File: src/rtl/evq_pkg.sv
package evq_pkg;
  localparam int WORD_W = 32;

  // byte offsets on the register bus
  localparam int OFS_QUEUE = 0;  // read: next word, write: page select
  localparam int OFS_LEN   = 4;
  localparam int OFS_DATA  = 8;

  // probe page selectors
  localparam logic [WORD_W-1:0] PAGE_NAME    = 32'h0000_0000;
  localparam logic [15:0]       PAGE_BITS_HI = 16'h0001;
  localparam logic [WORD_W-1:0] PAGE_ABS     = 32'h0002_0003;

  typedef logic [WORD_W-1:0] word_t;
endpackage

File: src/rtl/evq_store.sv
module evq_store import evq_pkg::*; #(
  parameter  int DEPTH  = 12,
  localparam int SLOTS  = DEPTH / 3,
  localparam int SLOT_W = (SLOTS > 1) ? $clog2(SLOTS) : 1,
  localparam int CNT_W  = $clog2(DEPTH + 1)
) (
  input  logic             clk,
  input  logic             rst_n,
  input  logic             push_en,
  input  word_t [2:0]      push_words,
  input  logic             pop_req,
  output word_t            head_word,
  output logic [CNT_W-1:0] count_q,
  output logic [CNT_W-1:0] count_nxt,
  output logic             room,
  output logic             popped
);
  logic              push_ok;
  logic [SLOT_W-1:0] wr_slot_q, wr_slot_nxt;
  logic [SLOT_W-1:0] rd_slot_q, rd_slot_nxt;
  logic [1:0]        rd_lane_q, rd_lane_nxt;
  word_t [2:0]       lane_rd;

  assign room    = (int'(count_q) <= DEPTH - 3);
  assign push_ok = push_en && room;
  assign popped  = pop_req && (count_q != '0);

  // one storage array per word lane; a triplet lands in one slot
  for (genvar l = 0; l < 3; l++) begin : g_lane
    word_t lane_mem [SLOTS];
    always_ff @(posedge clk) begin
      if (push_ok) lane_mem[wr_slot_q] <= push_words[l];
    end
    assign lane_rd[l] = lane_mem[rd_slot_q];
  end

  always_comb begin
    case (rd_lane_q)
      2'd0:    head_word = lane_rd[0];
      2'd1:    head_word = lane_rd[1];
      default: head_word = lane_rd[2];
    endcase
  end

  always_comb begin
    wr_slot_nxt = wr_slot_q;
    rd_slot_nxt = rd_slot_q;
    rd_lane_nxt = rd_lane_q;
    if (push_ok) begin
      wr_slot_nxt = (int'(wr_slot_q) == SLOTS - 1) ? '0 : wr_slot_q + 1'b1;
    end
    if (popped) begin
      if (rd_lane_q == 2'd2) begin
        rd_lane_nxt = 2'd0;
        rd_slot_nxt = (int'(rd_slot_q) == SLOTS - 1) ? '0 : rd_slot_q + 1'b1;
      end else begin
        rd_lane_nxt = rd_lane_q + 2'd1;
      end
    end
    count_nxt = count_q + (push_ok ? CNT_W'(3) : CNT_W'(0)) - CNT_W'(popped);
  end

  always_ff @(posedge clk or negedge rst_n) begin
    if (!rst_n) begin
      wr_slot_q <= '0;
      rd_slot_q <= '0;
      rd_lane_q <= '0;
      count_q   <= '0;
    end else begin
      wr_slot_q <= wr_slot_nxt;
      rd_slot_q <= rd_slot_nxt;
      rd_lane_q <= rd_lane_nxt;
      count_q   <= count_nxt;
    end
  end

  assert_no_overflow_R3: assert property (@(posedge clk) disable iff (!rst_n)
    int'(count_q) <= DEPTH);

  assert_triplet_whole_R3: assert property (@(posedge clk) disable iff (!rst_n)
    (push_en && !room && !popped) |=> $stable(count_q));

  assert_empty_read_stable_R2: assert property (@(posedge clk) disable iff (!rst_n)
    (pop_req && count_q == '0 && !push_en) |=> ($stable(count_q) && $stable(rd_lane_q)));
endmodule

File: src/rtl/evq_regs.sv
module evq_regs import evq_pkg::*; #(
  parameter int ADDR_W   = 4,
  parameter int NAME_LEN = 8,
  parameter int BITS_LEN = 16,
  parameter int ABS_LEN  = 12
) (
  input  logic              clk,
  input  logic              rst_n,
  input  logic              bus_wr,
  input  logic              bus_rd,
  input  logic [ADDR_W-1:0] bus_addr,
  input  word_t             bus_wdata,
  input  word_t             head_word,
  input  logic              q_empty,
  output word_t             bus_rdata,
  output logic              pop_req,
  output logic              armed_q,
  output logic              armed_nxt
);
  word_t page_q, page_nxt;
  word_t len_val;
  logic  sel_queue, sel_len, sel_data;

  assign sel_queue = (bus_addr == ADDR_W'(OFS_QUEUE));
  assign sel_len   = (bus_addr == ADDR_W'(OFS_LEN));
  assign sel_data  = (bus_addr == ADDR_W'(OFS_DATA));
  assign pop_req   = bus_rd && sel_queue;

  always_comb begin
    if (page_q == PAGE_NAME)                 len_val = word_t'(NAME_LEN);
    else if (page_q[31:16] == PAGE_BITS_HI)  len_val = word_t'(BITS_LEN);
    else if (page_q == PAGE_ABS)             len_val = word_t'(ABS_LEN);
    else                                     len_val = '0;
  end

  always_comb begin
    bus_rdata = '0;
    if (bus_rd) begin
      if (sel_queue)     bus_rdata = q_empty ? '0 : head_word;
      else if (sel_len)  bus_rdata = len_val;
      else if (sel_data) bus_rdata = '0;
    end
  end

  always_comb begin
    page_nxt  = page_q;
    armed_nxt = armed_q;
    if (bus_wr && sel_queue) page_nxt = bus_wdata;
    if (bus_rd && sel_len && page_q == PAGE_ABS) armed_nxt = 1'b1;
  end

  always_ff @(posedge clk or negedge rst_n) begin
    if (!rst_n) begin
      page_q  <= '0;
      armed_q <= 1'b0;
    end else begin
      page_q  <= page_nxt;
      armed_q <= armed_nxt;
    end
  end

  assert_arm_sticky_R5: assert property (@(posedge clk) disable iff (!rst_n)
    armed_q |=> armed_q);

  assert_arm_cause_R5: assert property (@(posedge clk) disable iff (!rst_n)
    (!armed_q && !(bus_rd && sel_len)) |=> !armed_q);
endmodule

File: src/rtl/evq_irq.sv
module evq_irq #(
  parameter int PULSE_MODE = 0,
  parameter int CNT_W      = 4
) (
  input  logic             clk,
  input  logic             rst_n,
  input  logic             armed_nxt,
  input  logic             popped,
  input  logic [CNT_W-1:0] count_nxt,
  output logic             irq
);
  logic irq_q, irq_nxt, words_left;

  assign words_left = (count_nxt != '0);

  if (PULSE_MODE != 0) begin : g_pulse
    always_comb irq_nxt = armed_nxt && words_left && !popped;

    assert_pulse_gap_R9: assert property (@(posedge clk) disable iff (!rst_n)
      (popped && words_left) |=> !irq);
  end else begin : g_level
    always_comb irq_nxt = armed_nxt && words_left;

    assert_irq_level_R7: assert property (@(posedge clk) disable iff (!rst_n)
      (armed_nxt && words_left) |=> irq);
  end

  always_ff @(posedge clk or negedge rst_n) begin
    if (!rst_n) irq_q <= 1'b0;
    else        irq_q <= irq_nxt;
  end

  assign irq = irq_q;

  assert_irq_drop_R7: assert property (@(posedge clk) disable iff (!rst_n)
    (popped && !words_left) |=> !irq);
endmodule

File: src/rtl/input_event_queue.sv
module input_event_queue import evq_pkg::*; #(
  parameter int DEPTH_WORDS = 12,
  parameter int ADDR_W      = 4,
  parameter int PULSE_MODE  = 0,
  parameter int NAME_LEN    = 8,
  parameter int BITS_LEN    = 16,
  parameter int ABS_LEN     = 12
) (
  input  logic              clk,
  input  logic              rst_n,
  input  logic              bus_wr,
  input  logic              bus_rd,
  input  logic [ADDR_W-1:0] bus_addr,
  input  logic [31:0]       bus_wdata,
  output logic [31:0]       bus_rdata,
  input  logic              ev_valid,
  output logic              ev_ready,
  input  logic [31:0]       ev_type,
  input  logic [31:0]       ev_code,
  input  logic [31:0]       ev_value,
  output logic              irq
);
  localparam int CNT_W = $clog2(DEPTH_WORDS + 1);

  if (DEPTH_WORDS < 3 || DEPTH_WORDS % 3 != 0) begin : g_bad_depth
    $error("DEPTH_WORDS must be a positive multiple of three");
  end

  // asynchronous assertion, synchronous release
  logic [1:0] rst_sync_q;
  logic       rst_core_n;
  always_ff @(posedge clk or negedge rst_n) begin
    if (!rst_n) rst_sync_q <= 2'b00;
    else        rst_sync_q <= {rst_sync_q[0], 1'b1};
  end
  assign rst_core_n = rst_sync_q[1];

  word_t [2:0]      push_words;
  word_t            head_word;
  logic [CNT_W-1:0] count_q, count_nxt;
  logic             pop_req, popped, armed_q, armed_nxt;

  assign push_words[0] = ev_type;
  assign push_words[1] = ev_code;
  assign push_words[2] = ev_value;

  evq_store #(.DEPTH(DEPTH_WORDS)) u_store (
    .clk        (clk),
    .rst_n      (rst_core_n),
    .push_en    (ev_valid),
    .push_words (push_words),
    .pop_req    (pop_req),
    .head_word  (head_word),
    .count_q    (count_q),
    .count_nxt  (count_nxt),
    .room       (ev_ready),
    .popped     (popped)
  );

  evq_regs #(
    .ADDR_W   (ADDR_W),
    .NAME_LEN (NAME_LEN),
    .BITS_LEN (BITS_LEN),
    .ABS_LEN  (ABS_LEN)
  ) u_regs (
    .clk       (clk),
    .rst_n     (rst_core_n),
    .bus_wr    (bus_wr),
    .bus_rd    (bus_rd),
    .bus_addr  (bus_addr),
    .bus_wdata (bus_wdata),
    .head_word (head_word),
    .q_empty   (count_q == '0),
    .bus_rdata (bus_rdata),
    .pop_req   (pop_req),
    .armed_q   (armed_q),
    .armed_nxt (armed_nxt)
  );

  evq_irq #(.PULSE_MODE(PULSE_MODE), .CNT_W(CNT_W)) u_irq (
    .clk       (clk),
    .rst_n     (rst_core_n),
    .armed_nxt (armed_nxt),
    .popped    (popped),
    .count_nxt (count_nxt),
    .irq       (irq)
  );

  assert_irq_gated_R4: assert property (@(posedge clk) disable iff (!rst_core_n)
    !armed_q |-> !irq);

  assert_write_keeps_queue_R10: assert property (@(posedge clk) disable iff (!rst_core_n)
    (bus_wr && !bus_rd && !ev_valid) |=> $stable(count_q));
endmodule

File: config.mk
export PLATFORM = sky130hd
export DESIGN_NAME = input_event_queue
export DESIGN_NICKNAME = d
export VERILOG_FILES = /design/src/rtl/evq_pkg.sv /design/src/rtl/evq_store.sv /design/src/rtl/evq_regs.sv /design/src/rtl/evq_irq.sv /design/src/rtl/input_event_queue.sv
export SDC_FILE = /design/constraint.sdc
export NUM_CORES = 1
export LEC_CHECK = 0
export CELL_PAD_IN_SITES_DETAIL_PLACEMENT = 0
export CELL_PAD_IN_SITES_GLOBAL_PLACEMENT = 1
export CORE_MARGIN = 3
export CORE_UTILIZATION = 55
export CTS_BUF_LIST = sky130_fd_sc_hd__clkbuf_8
export CTS_CLUSTER_SIZE = 28
export DETAILED_ROUTE_END_ITERATION = 12
export PLACE_DENSITY_LB_ADDON = 0.12
export SLEW_MARGIN = 20
export SYNTH_ARGS = -nofsm -noshare
export SYNTH_HDL_FRONTEND = slang
export SYNTH_SLANG_ARGS = --single-unit
File: constraint.sdc
create_clock -name clk -period 3.3 [get_ports clk]
set_clock_uncertainty 0.15 [all_clocks]
set_input_delay 0.66 -clock clk [delete_from_list [all_inputs] [get_ports clk]]
set_output_delay 0.66 -clock clk [all_outputs]
set_load 0.005 [all_outputs]
==> results of run 1 <==
[per-layer routing]
layer / routed length [µm] / GRT usage [%] / vias up
li1: - / - / 3799
met1: 13900 / 28.6 / 4469
met2: 17400 / 35.2 / 260
met3: 2020 / 4.42 / 56
met4: 640 / 6.75 / 4
met5: 27 / 0 / -
[registers in the layout, indices dropped and copies added, names as in the netlist]
signal	cells
rst_sync_q	2
u_irq.irq	1
u_regs.armed_q	1
u_regs.page_q	32
u_store.count_q	4
u_store.g_lane.lane_mem	384
u_store.rd_lane_q	2
u_store.rd_slot_q	2
u_store.wr_slot_q	2
[cells by family (layout without fill, tap and decap cells)]
family / Yosys count / count (layout)
flip-flops: 430 / 430
buffers and inverters: 55 / 387
XOR/XNOR: 2 / 2
AO/OA/AOI/OAI: 70 / 70
AND/OR/NAND/NOR: 41 / 41
other: 1 / 1
adder cells (fa/ha/maj): 14 / 14
multiplexers: 167 / 167
[stage by stage]
step / cell area (µm²) / TNS (ns) / power [mW] / utilization [%] / std cells
2_1_floorplan: 16700 / 0 / 10.6 / - / 780
3_3_place_gp: 19100 / -7.46 / 11.9 / 64.1 / 1337
3_5_place_dp: 19100 / -7.83 / 12.1 / 64.1 / 1337
4_1_cts: 21000 / -0.757 / 17.2 / 70.6 / 1495
5_1_grt: 21100 / -0.197 / 18.0 / 70.9 / 1502
6_report: 21100 / 0 / 17.1 / 70.9 / 1502
[worst paths after layout]
kind	start	to	slack, ns	depth (start not counted)
min	rst_n	rst_sync_q[0]$_DFF_PN0_	0.1	1
min reg2reg	rst_sync_q[0]$_DFF_PN0_	rst_sync_q[1]$_DFF_PN0_	0.21	0
max	u_store.count_q[2]$_DFF_PN0_	bus_rdata[2]	0.01	8
min in group clk	rst_sync_q[0]$_DFF_PN0_	rst_sync_q[1]$_DFF_PN0_	0.21	0
max reg2reg	u_store.count_q[2]$_DFF_PN0_	u_irq.irq$_DFF_PN0_	0.23	12
max in group asynchronous	rst_sync_q[1]$_DFF_PN0_	u_store.rd_slot_q[1]$_DFFE_PN0P_	2.02	0
[placed cells by master (no fill, tap or decap), types with 3 or more instances in the layout]
cell                              instances
sky130_fd_sc_hd__edfxtp_1               384
sky130_fd_sc_hd__clkdlybuf4s50_1        138
sky130_fd_sc_hd__mux4_2                  94
sky130_fd_sc_hd__clkbuf_8                70
sky130_fd_sc_hd__dfrtp_1                 43
sky130_fd_sc_hd__mux2_2                  39
sky130_fd_sc_hd__buf_4                   39
sky130_fd_sc_hd__inv_1                   36
sky130_fd_sc_hd__a21oi_1                 23
sky130_fd_sc_hd__mux2i_1                 23
sky130_fd_sc_hd__buf_12                  22
sky130_fd_sc_hd__o21ai_1                 21
sky130_fd_sc_hd__buf_2                   17
sky130_fd_sc_hd__ha_1                    12
sky130_fd_sc_hd__buf_6                   12
sky130_fd_sc_hd__clkinv_1                10
sky130_fd_sc_hd__o21ai_2                  7
sky130_fd_sc_hd__nand2_1                  6
sky130_fd_sc_hd__mux2i_2                  6
sky130_fd_sc_hd__nor2_1                   6
sky130_fd_sc_hd__buf_16                   6
sky130_fd_sc_hd__clkbuf_2                 6
sky130_fd_sc_hd__clkdlybuf4s15_1          6
sky130_fd_sc_hd__mux2i_4                  5
sky130_fd_sc_hd__a21oi_2                  5
sky130_fd_sc_hd__nor4_2                   4
sky130_fd_sc_hd__nor3_1                   4
sky130_fd_sc_hd__and3_4                   4
sky130_fd_sc_hd__clkinv_2                 4
sky130_fd_sc_hd__buf_8                    4
sky130_fd_sc_hd__inv_8                    3
sky130_fd_sc_hd__inv_2                    3
sky130_fd_sc_hd__nand3_1                  3
sky130_fd_sc_hd__o21ai_0                  3
sky130_fd_sc_hd__clkinvlp_4               3
sky130_fd_sc_hd__dlygate4sd2_1            3
[repair_timing]
action,in CTS,in global routing
hold endpoints to repair,0,0
buffers inserted,34,11
resized for setup,152,34
gates cloned,7,1
pin swaps,25,13
setup endpoints to repair,33,27
[area by class of cell]
class                           instances  area share, %
Clock buffer                           70           4.56
Inverter                               15          0.314
Multi-Input combinational cell        295           18.7
Clock inverter                         47           1.03
Tap cell                              390           2.31
Timing Repair Buffer                  255           12.9
Sequential cell                       430           60.1
[power by group through the flow]
| stage | registers [mW] | clock network [mW] | logic [mW] |
|---|---|---|---|
| 6_report | 7.51 | 3.93 | 5.68 |
| 5_1_grt | 7.60 | 4.30 | 6.09 |
| 4_1_cts | 7.51 | 4.06 | 5.64 |
| 3_5_place_dp | 7.63 | 0 | 4.43 |
| 3_3_place_gp | 7.54 | 0 | 4.32 |
| 2_1_floorplan | 7.46 | 0 | 3.14 |
==> qor.txt, run 1 <==
SYNTH
--------------------------------------------------------------------------------------------------
Basic-gate share of the synthesized area counting and, or, nand and nor cells                1.44%
Mean instance size in the synthesized netlist                                             21.4 µm²
Synth top cells by count                                                              sky130_fd_sc_hd__edfxtp_1 (384), sky130_fd_sc_hd__mux4_2 (94), sky130_fd_sc_hd__dfrtp_1 (46), sky130_fd_sc_hd__mux2_2 (39), sky130_fd_sc_hd__mux2i_1 (34)
Post-Synth Adder-Cell Area                                                                   1.09%
Share of the yosys chip area belonging to registers                                          75.9%
Number of enable-type register cells in the synthesized netlist                                384
Commonest register cell after synthesis                                               sky130_fd_sc_hd__edfxtp_1
Flops & latches, synth                                                                         430
Count of distinct cell types in the synthesized netlist                                         45
Largest family of logic cells by synthesized area                                     multiplexers
Yosys top cell by area                                                                sky130_fd_sc_hd__edfxtp_1
Dominant cell by count in the synthesized netlist                                     sky130_fd_sc_hd__edfxtp_1
Fraction of registers with async set/reset                                                   10.7%
Cells after Synth                                                                              780
Number of warnings issued by yosys                                                               0
Share of the synthesized area in the top cell type                                           69.0%
Post-synthesis xor/xnor area fraction                                                       0.105%
Mux share of post-synthesis cell area                                                        17.3%
Synthesized netlist net count                                                                  931
Synthesized cell area                                                                    16700 µm²
Compound-cell area share of the yosys netlist                                                2.30%
Synth top area cells                                                                  sky130_fd_sc_hd__edfxtp_1 (69%), sky130_fd_sc_hd__mux4_2 (13%), sky130_fd_sc_hd__dfrtp_1 (6.9%)

ROUTING
--------------------------------------------------------------------------------------------------
Number of detailed-route iterations in the first pass                                            5
Wirelength per Cell                                                                        22.7 µm
Drt first-iter violations                                                                      608
Number of nets with antenna violations after routing                                             0
Detailed-route DRC error count                                                                   0
Total wire length                                                                         34000 µm
Vias post-DR                                                                                  8588
Via count normalized by instance count                                                        5.72

FLOORPLAN
--------------------------------------------------------------------------------------------------
Height of the die                                                                           180 µm
Core Area                                                                                29800 µm²
Placement row count                                                                             63
Number of ports placed on the die boundary                                                     171
Die Area                                                                                 32500 µm²
Initial Utilization                                                                          56.1%
Die width                                                                                   180 µm

CELLS AND AREA
--------------------------------------------------------------------------------------------------
Diodes inserted                                                                                  0
# nets final                                                                                  1217
Area used by multi-input combinational logic                                              3950 µm²
Fraction of final layout cells sized beyond drive strength 1                                 33.3%
Area added between synthesis and finish                                                      26.4%
FF/Latch Area                                                                            12700 µm²
Layout fillers                                                                                1827

STA
--------------------------------------------------------------------------------------------------
Measured slew at the worst slew-check pin                                                 0.954 ns
Worst setup slack after layout                                                           0.0121 ns
Fmax                                                                                     0.304 GHz
Unrepaired setup endpoints after global routing                                               true
Final hold violations                                                                            0
Period utilisation layout                                                                    99.6%
Remaining max-slew budget at the tightest pin                                                36.4%
Fin. max-slew vios                                                                               0
Tightest hold margin                                                                     0.0995 ns
Time the worst path needs with I/O delays and setup                                        3.29 ns
Setup violation total in the final timing report                                                 0

WORST SETUP PATH
--------------------------------------------------------------------------------------------------
Endpoint type of the worst setup path                                                   output pin
Data arrival at the endpoint of the critical path                                          2.48 ns
Largest fanout on the critical path                                                              6
Startpoint-to-endpoint class of the critical path                                     flop to output pin
Biggest cell delay along the critical path                                                 0.39 ns
Cell breakdown of the critical path                                                   inv_2, ha_4, or3b_4, nand3_4, inv_8, buf_4, a311o_1, clkdlybuf4s15_1
Startpoint Class                                                                              flop
Count of buffer and inverter cells on the critical path                                          4
CP Data Required Time                                                                      2.49 ns
Crit path max-delay family                                                            buffers and inverters
Standard cell with the maximum stage delay on the critical path                       sky130_fd_sc_hd__or3b_4

POWER AND IR DROP
--------------------------------------------------------------------------------------------------
Share of power burned in the clock network                                                   23.0%
Comb power frac                                                                              33.2%
Power share of the sequential group                                                          43.8%
P_int                                                                                      12.2 mW
Switching power total                                                                      4.95 mW
Maximum ir drop on the vdd rail                                                             536 µV
Total power density per cell area                                                       811 nW/µm²
Net switching fraction of the power                                                          28.9%
Leakage power                                                                              7.37 nW

CLOCKING
--------------------------------------------------------------------------------------------------
Number of levels the H-tree was split into                                                       3
Root buf cell                                                                         sky130_fd_sc_hd__clkbuf_8
Clock tree from TritonCTS                                                                     done
Clock sink count                                                                               430
Clock buffer depth                                                                               3
Post-CTS Hold Fix Bufs                                                                           0
TritonCTS buffer count                                                                          69
Clock network latency to the later pin of the worst-skew pair                              0.57 ns
Clock transition time at the flip-flop clock pins of the worst setup and hold paths        0.05 ns

GRT
--------------------------------------------------------------------------------------------------
Total Routing Usage GR                                                                       21.1%
Pin count of the biggest net entering global routing                                            71
Number of global-route vias before repair                                                     9449
Global-route wire length before repair                                                    53400 µm
GRT overflow                                                                                     0
Number of antenna violations at the first check in global routing                                2

FLOW RUN
--------------------------------------------------------------------------------------------------
Max cap viols                                                                                    0

PLACED DESIGN
--------------------------------------------------------------------------------------------------
Detailed Place HPWL                                                                       19800 µm
Final weighted congestion in routability-driven placement                                    0.782
Worst slack after detailed placement                                                     -0.326 ns
PortBufs                                                                                       170

MIN PATH
--------------------------------------------------------------------------------------------------
Hold crit path type                                                                   primary input to asynchronous set/reset pin

STATUS
--------------------------------------------------------------------------------------------------
Status                                                                                finished clean

Power figures use the tool's default switching activity.
==> inputs of run 2 (changes only) <==
--- a/config.mk
+++ b/config.mk
@@ -10,7 +10,7 @@
 export CORE_MARGIN = 3
 export CORE_UTILIZATION = 55
 export CTS_BUF_LIST = sky130_fd_sc_hd__clkbuf_8
-export CTS_CLUSTER_SIZE = 28
+export CTS_CLUSTER_SIZE = 8
 export DETAILED_ROUTE_END_ITERATION = 12
 export PLACE_DENSITY_LB_ADDON = 0.12
 export SLEW_MARGIN = 20
==> run 2 against run 1 <==
Against the previous run: the flow now finishes with violations (setup timing); final cell count down 0.33%; critical path depth did not move; clock power about the same; register-to-register slack barely moved; utilization fell by 0.47 points; sequential share of layout area rose by 0.41 points; hold slack better by 0.0037 ns; total power fell by 1.4%; worst setup slack got worse by 0.031 ns; sequential power about the same; die area did not move; global-route usage decreased by 0.092 points; critical path type unchanged; highest routed layer unchanged.
==> qor.txt, run 2 (synthesis gave the netlist of run 1 again) <==
CELLS AND AREA
--------------------------------------------------------------------------------------------------
Largest registers in the final layout                                                 u_store.g_lane.lane_mem: 384 flops, u_regs.page_q: 32 flops, u_store.count_q: 4 flops
Leading cell type in the layout, fill and taps excluded                               sky130_fd_sc_hd__edfxtp_1
Final core utilization                                                                       70.4%   -0.47 points
Area added between synthesis and finish                                                      25.6%
Diodes inserted                                                                                  0   unchanged
Number of flip-flops under the largest register name                                           384   unchanged
Commonest non-fill, non-tap cells in the layout                                       sky130_fd_sc_hd__edfxtp_1 (384), sky130_fd_sc_hd__clkdlybuf4s50_1 (136), sky130_fd_sc_hd__mux4_2 (94), sky130_fd_sc_hd__clkbuf_8 (72), sky130_fd_sc_hd__buf_4 (51)
Layout fillers                                                                                1852   +1.4%
Final design area excluding fillers                                                      21000 µm²   -0.67%
Layout Cells excl Fill                                                                        1497   -0.33%
Fraction of final layout cells sized beyond drive strength 1                                 32.2%   -1.1 points
# nets final                                                                                  1217   unchanged
Largest register by flop count                                                        u_store.g_lane.lane_mem

ROUTING
--------------------------------------------------------------------------------------------------
Vias post-DR                                                                                  8524   -0.75%
Total wire length                                                                         33800 µm   -0.85%
Drt first-iter violations                                                                      647   +6.4%
Via count normalized by instance count                                                        5.69   -0.41%
Number of detailed-route iterations in the first pass                                            5   unchanged
Detailed-route DRC error count                                                                   0   unchanged
Number of nets with antenna violations after routing                                             0   unchanged
Wirelength per Cell                                                                        22.5 µm   -0.51%

CLOCKING
--------------------------------------------------------------------------------------------------
Clock tree from TritonCTS                                                                     done
Clock buffer depth                                                                               3   unchanged
Root buf cell                                                                         sky130_fd_sc_hd__clkbuf_8
Clock sink count                                                                               430   unchanged
Post-CTS Hold Fix Bufs                                                                           0   unchanged
Clock network latency to the later pin of the worst-skew pair                              0.57 ns   about the same
TritonCTS buffer count                                                                          70   +1.4%
Clock transition time at the flip-flop clock pins of the worst setup and hold paths        0.05 ns   about the same
Number of levels the H-tree was split into                                                       3   unchanged

WORST SETUP PATH
--------------------------------------------------------------------------------------------------
Worst R2R Path Depth                                                                            12   unchanged
CP Data Required Time                                                                      2.49 ns   about the same
Startpoint Class                                                                              flop
Largest fanout on the critical path                                                              5   -1
Cell breakdown of the critical path                                                   buf_12, buf_16, buf_6, buf_4, mux4_2, mux2i_4, a21oi_2, buf_2
Startpoint-to-endpoint class of the critical path                                     flop to output pin
Endpoint type of the worst setup path                                                   output pin
Data arrival at the endpoint of the critical path                                          2.51 ns   +0.03 ns
Biggest cell delay along the critical path                                                 0.53 ns   +0.14 ns
Standard cell with the maximum stage delay on the critical path                       sky130_fd_sc_hd__dfrtp_4

GRT
--------------------------------------------------------------------------------------------------
Pin count of the biggest net entering global routing                                            71   unchanged
Number of global-route vias before repair                                                     9362   -0.92%
GRT overflow                                                                                     0   unchanged
Met3 capacity usage during global routing                                                    4.14%   -0.28 points
Number of antenna violations at the first check in global routing                                2   unchanged
Met1 track utilization from global routing                                                   28.9%   +0.27 points
Global-route wire length before repair                                                    53000 µm   -0.72%
Met2 global-route usage                                                                      34.5%   -0.68 points
Total Routing Usage GR                                                                       21.1%   -0.092 points
Most Crowded Layer GR                                                                         met2

STA
--------------------------------------------------------------------------------------------------
Fin. max-slew vios                                                                               0   unchanged
Total negative setup slack                                                              -0.0339 ns   -0.0339 ns
Time the worst path needs with I/O delays and setup                                        3.32 ns   +0.0308 ns
Period utilisation layout                                                                     101%   +0.93 points
Tightest hold margin                                                                      0.103 ns   +0.00367 ns
Fmax                                                                                     0.301 GHz   -0.93%
Remaining max-slew budget at the tightest pin                                                36.2%   -0.16 points
Unrepaired setup endpoints after global routing                                               true
Final hold violations                                                                            0   unchanged
Setup violation total in the final timing report                                                 3   +3
Measured slew at the worst slew-check pin                                                 0.957 ns   +0.00235 ns
Worst setup slack after layout                                                          -0.0186 ns   -0.0308 ns

FLOORPLAN
--------------------------------------------------------------------------------------------------
Initial Utilization                                                                          56.1%   unchanged
Die Area                                                                                 32500 µm²   unchanged
Number of ports placed on the die boundary                                                     171   unchanged
Height of the die                                                                           180 µm   unchanged
Placement row count                                                                             63   unchanged
Core Area                                                                                29800 µm²   unchanged
Die width                                                                                   180 µm   unchanged

PLACED DESIGN
--------------------------------------------------------------------------------------------------
PortBufs                                                                                       170   unchanged
Final weighted congestion in routability-driven placement                                    0.782   unchanged
Worst slack after detailed placement                                                     -0.326 ns   unchanged
Placed cell count                                                                             1337   unchanged
Detailed Place HPWL                                                                       19800 µm   unchanged
Placed standard-cell area                                                                19100 µm²   unchanged

POWER AND IR DROP
--------------------------------------------------------------------------------------------------
Final Power                                                                                16.9 mW   -1.4%
Maximum ir drop on the vdd rail                                                             519 µV   -3.1%
Leakage power                                                                              7.38 nW   +0.11%
Total power density per cell area                                                       805 nW/µm²   -0.76%

FLOW RUN
--------------------------------------------------------------------------------------------------
Max cap viols                                                                                    0   unchanged

STATUS
--------------------------------------------------------------------------------------------------
Violated checks                                                                       setup timing
Status                                                                                finished, violations left

MIN PATH
--------------------------------------------------------------------------------------------------
Hold crit path type                                                                   primary input to asynchronous set/reset pin

## run 2: metal layers
metal	share of wire [%]	vias to the layer above	wire length (µm)
met1	42	4394	14000
met4	2.3	4	770
met5	0.068	-	23
met2	51	265	17200
met3	5.2	63	1750
li1	-	3798	-
## run 2: final timing paths
path	to	start	slack, ns
worst max-delay path	bus_rdata[30]	u_store.rd_slot_q[0]$_DFFE_PN0P_	-0.02
worst min-delay path	rst_sync_q[0]$_DFF_PN0_	rst_n	0.10
worst max register to register	u_irq.irq$_DFF_PN0_	u_store.count_q[2]$_DFF_PN0_	0.24
worst min register to register	rst_sync_q[1]$_DFF_PN0_	rst_sync_q[0]$_DFF_PN0_	0.21
max in group asynchronous	u_store.rd_slot_q[1]$_DFFE_PN0P_	rst_sync_q[1]$_DFF_PN0_	2.02
min in group clk	rst_sync_q[1]$_DFF_PN0_	rst_sync_q[0]$_DFF_PN0_	0.21
## run 2: critical path, delay by kind of cell, from the launching register on
family	cells	cell delay, ns
flops	1	0.53
buf+inv	5	0.66
compound gates	1	0.08
mux	2	0.67
## run 2: cell type report
cell class	instances	area, µm²	share of cell area, %
flip-flops and latches	430	12700	60.5
multi-input cells	295	3910	18.7
repair buffers	254	2640	12.6
clock buffers	72	991	4.72
well taps	390	488	2.33
clock inverters	41	189	0.901
inverters	15	66.3	0.316
## run 2: report_power, final
group          internal (mW)  switching [mW]
logic                   2.87            2.55
registers               7.15           0.354
clock network           2.02            1.93
## run 2: what timing repair did
item                       CTS  global route
pin swaps                   14             9
gates cloned                 7             0
gates resized for setup    122            32
setup buffers               21            22
setup endpoints to repair   33            26
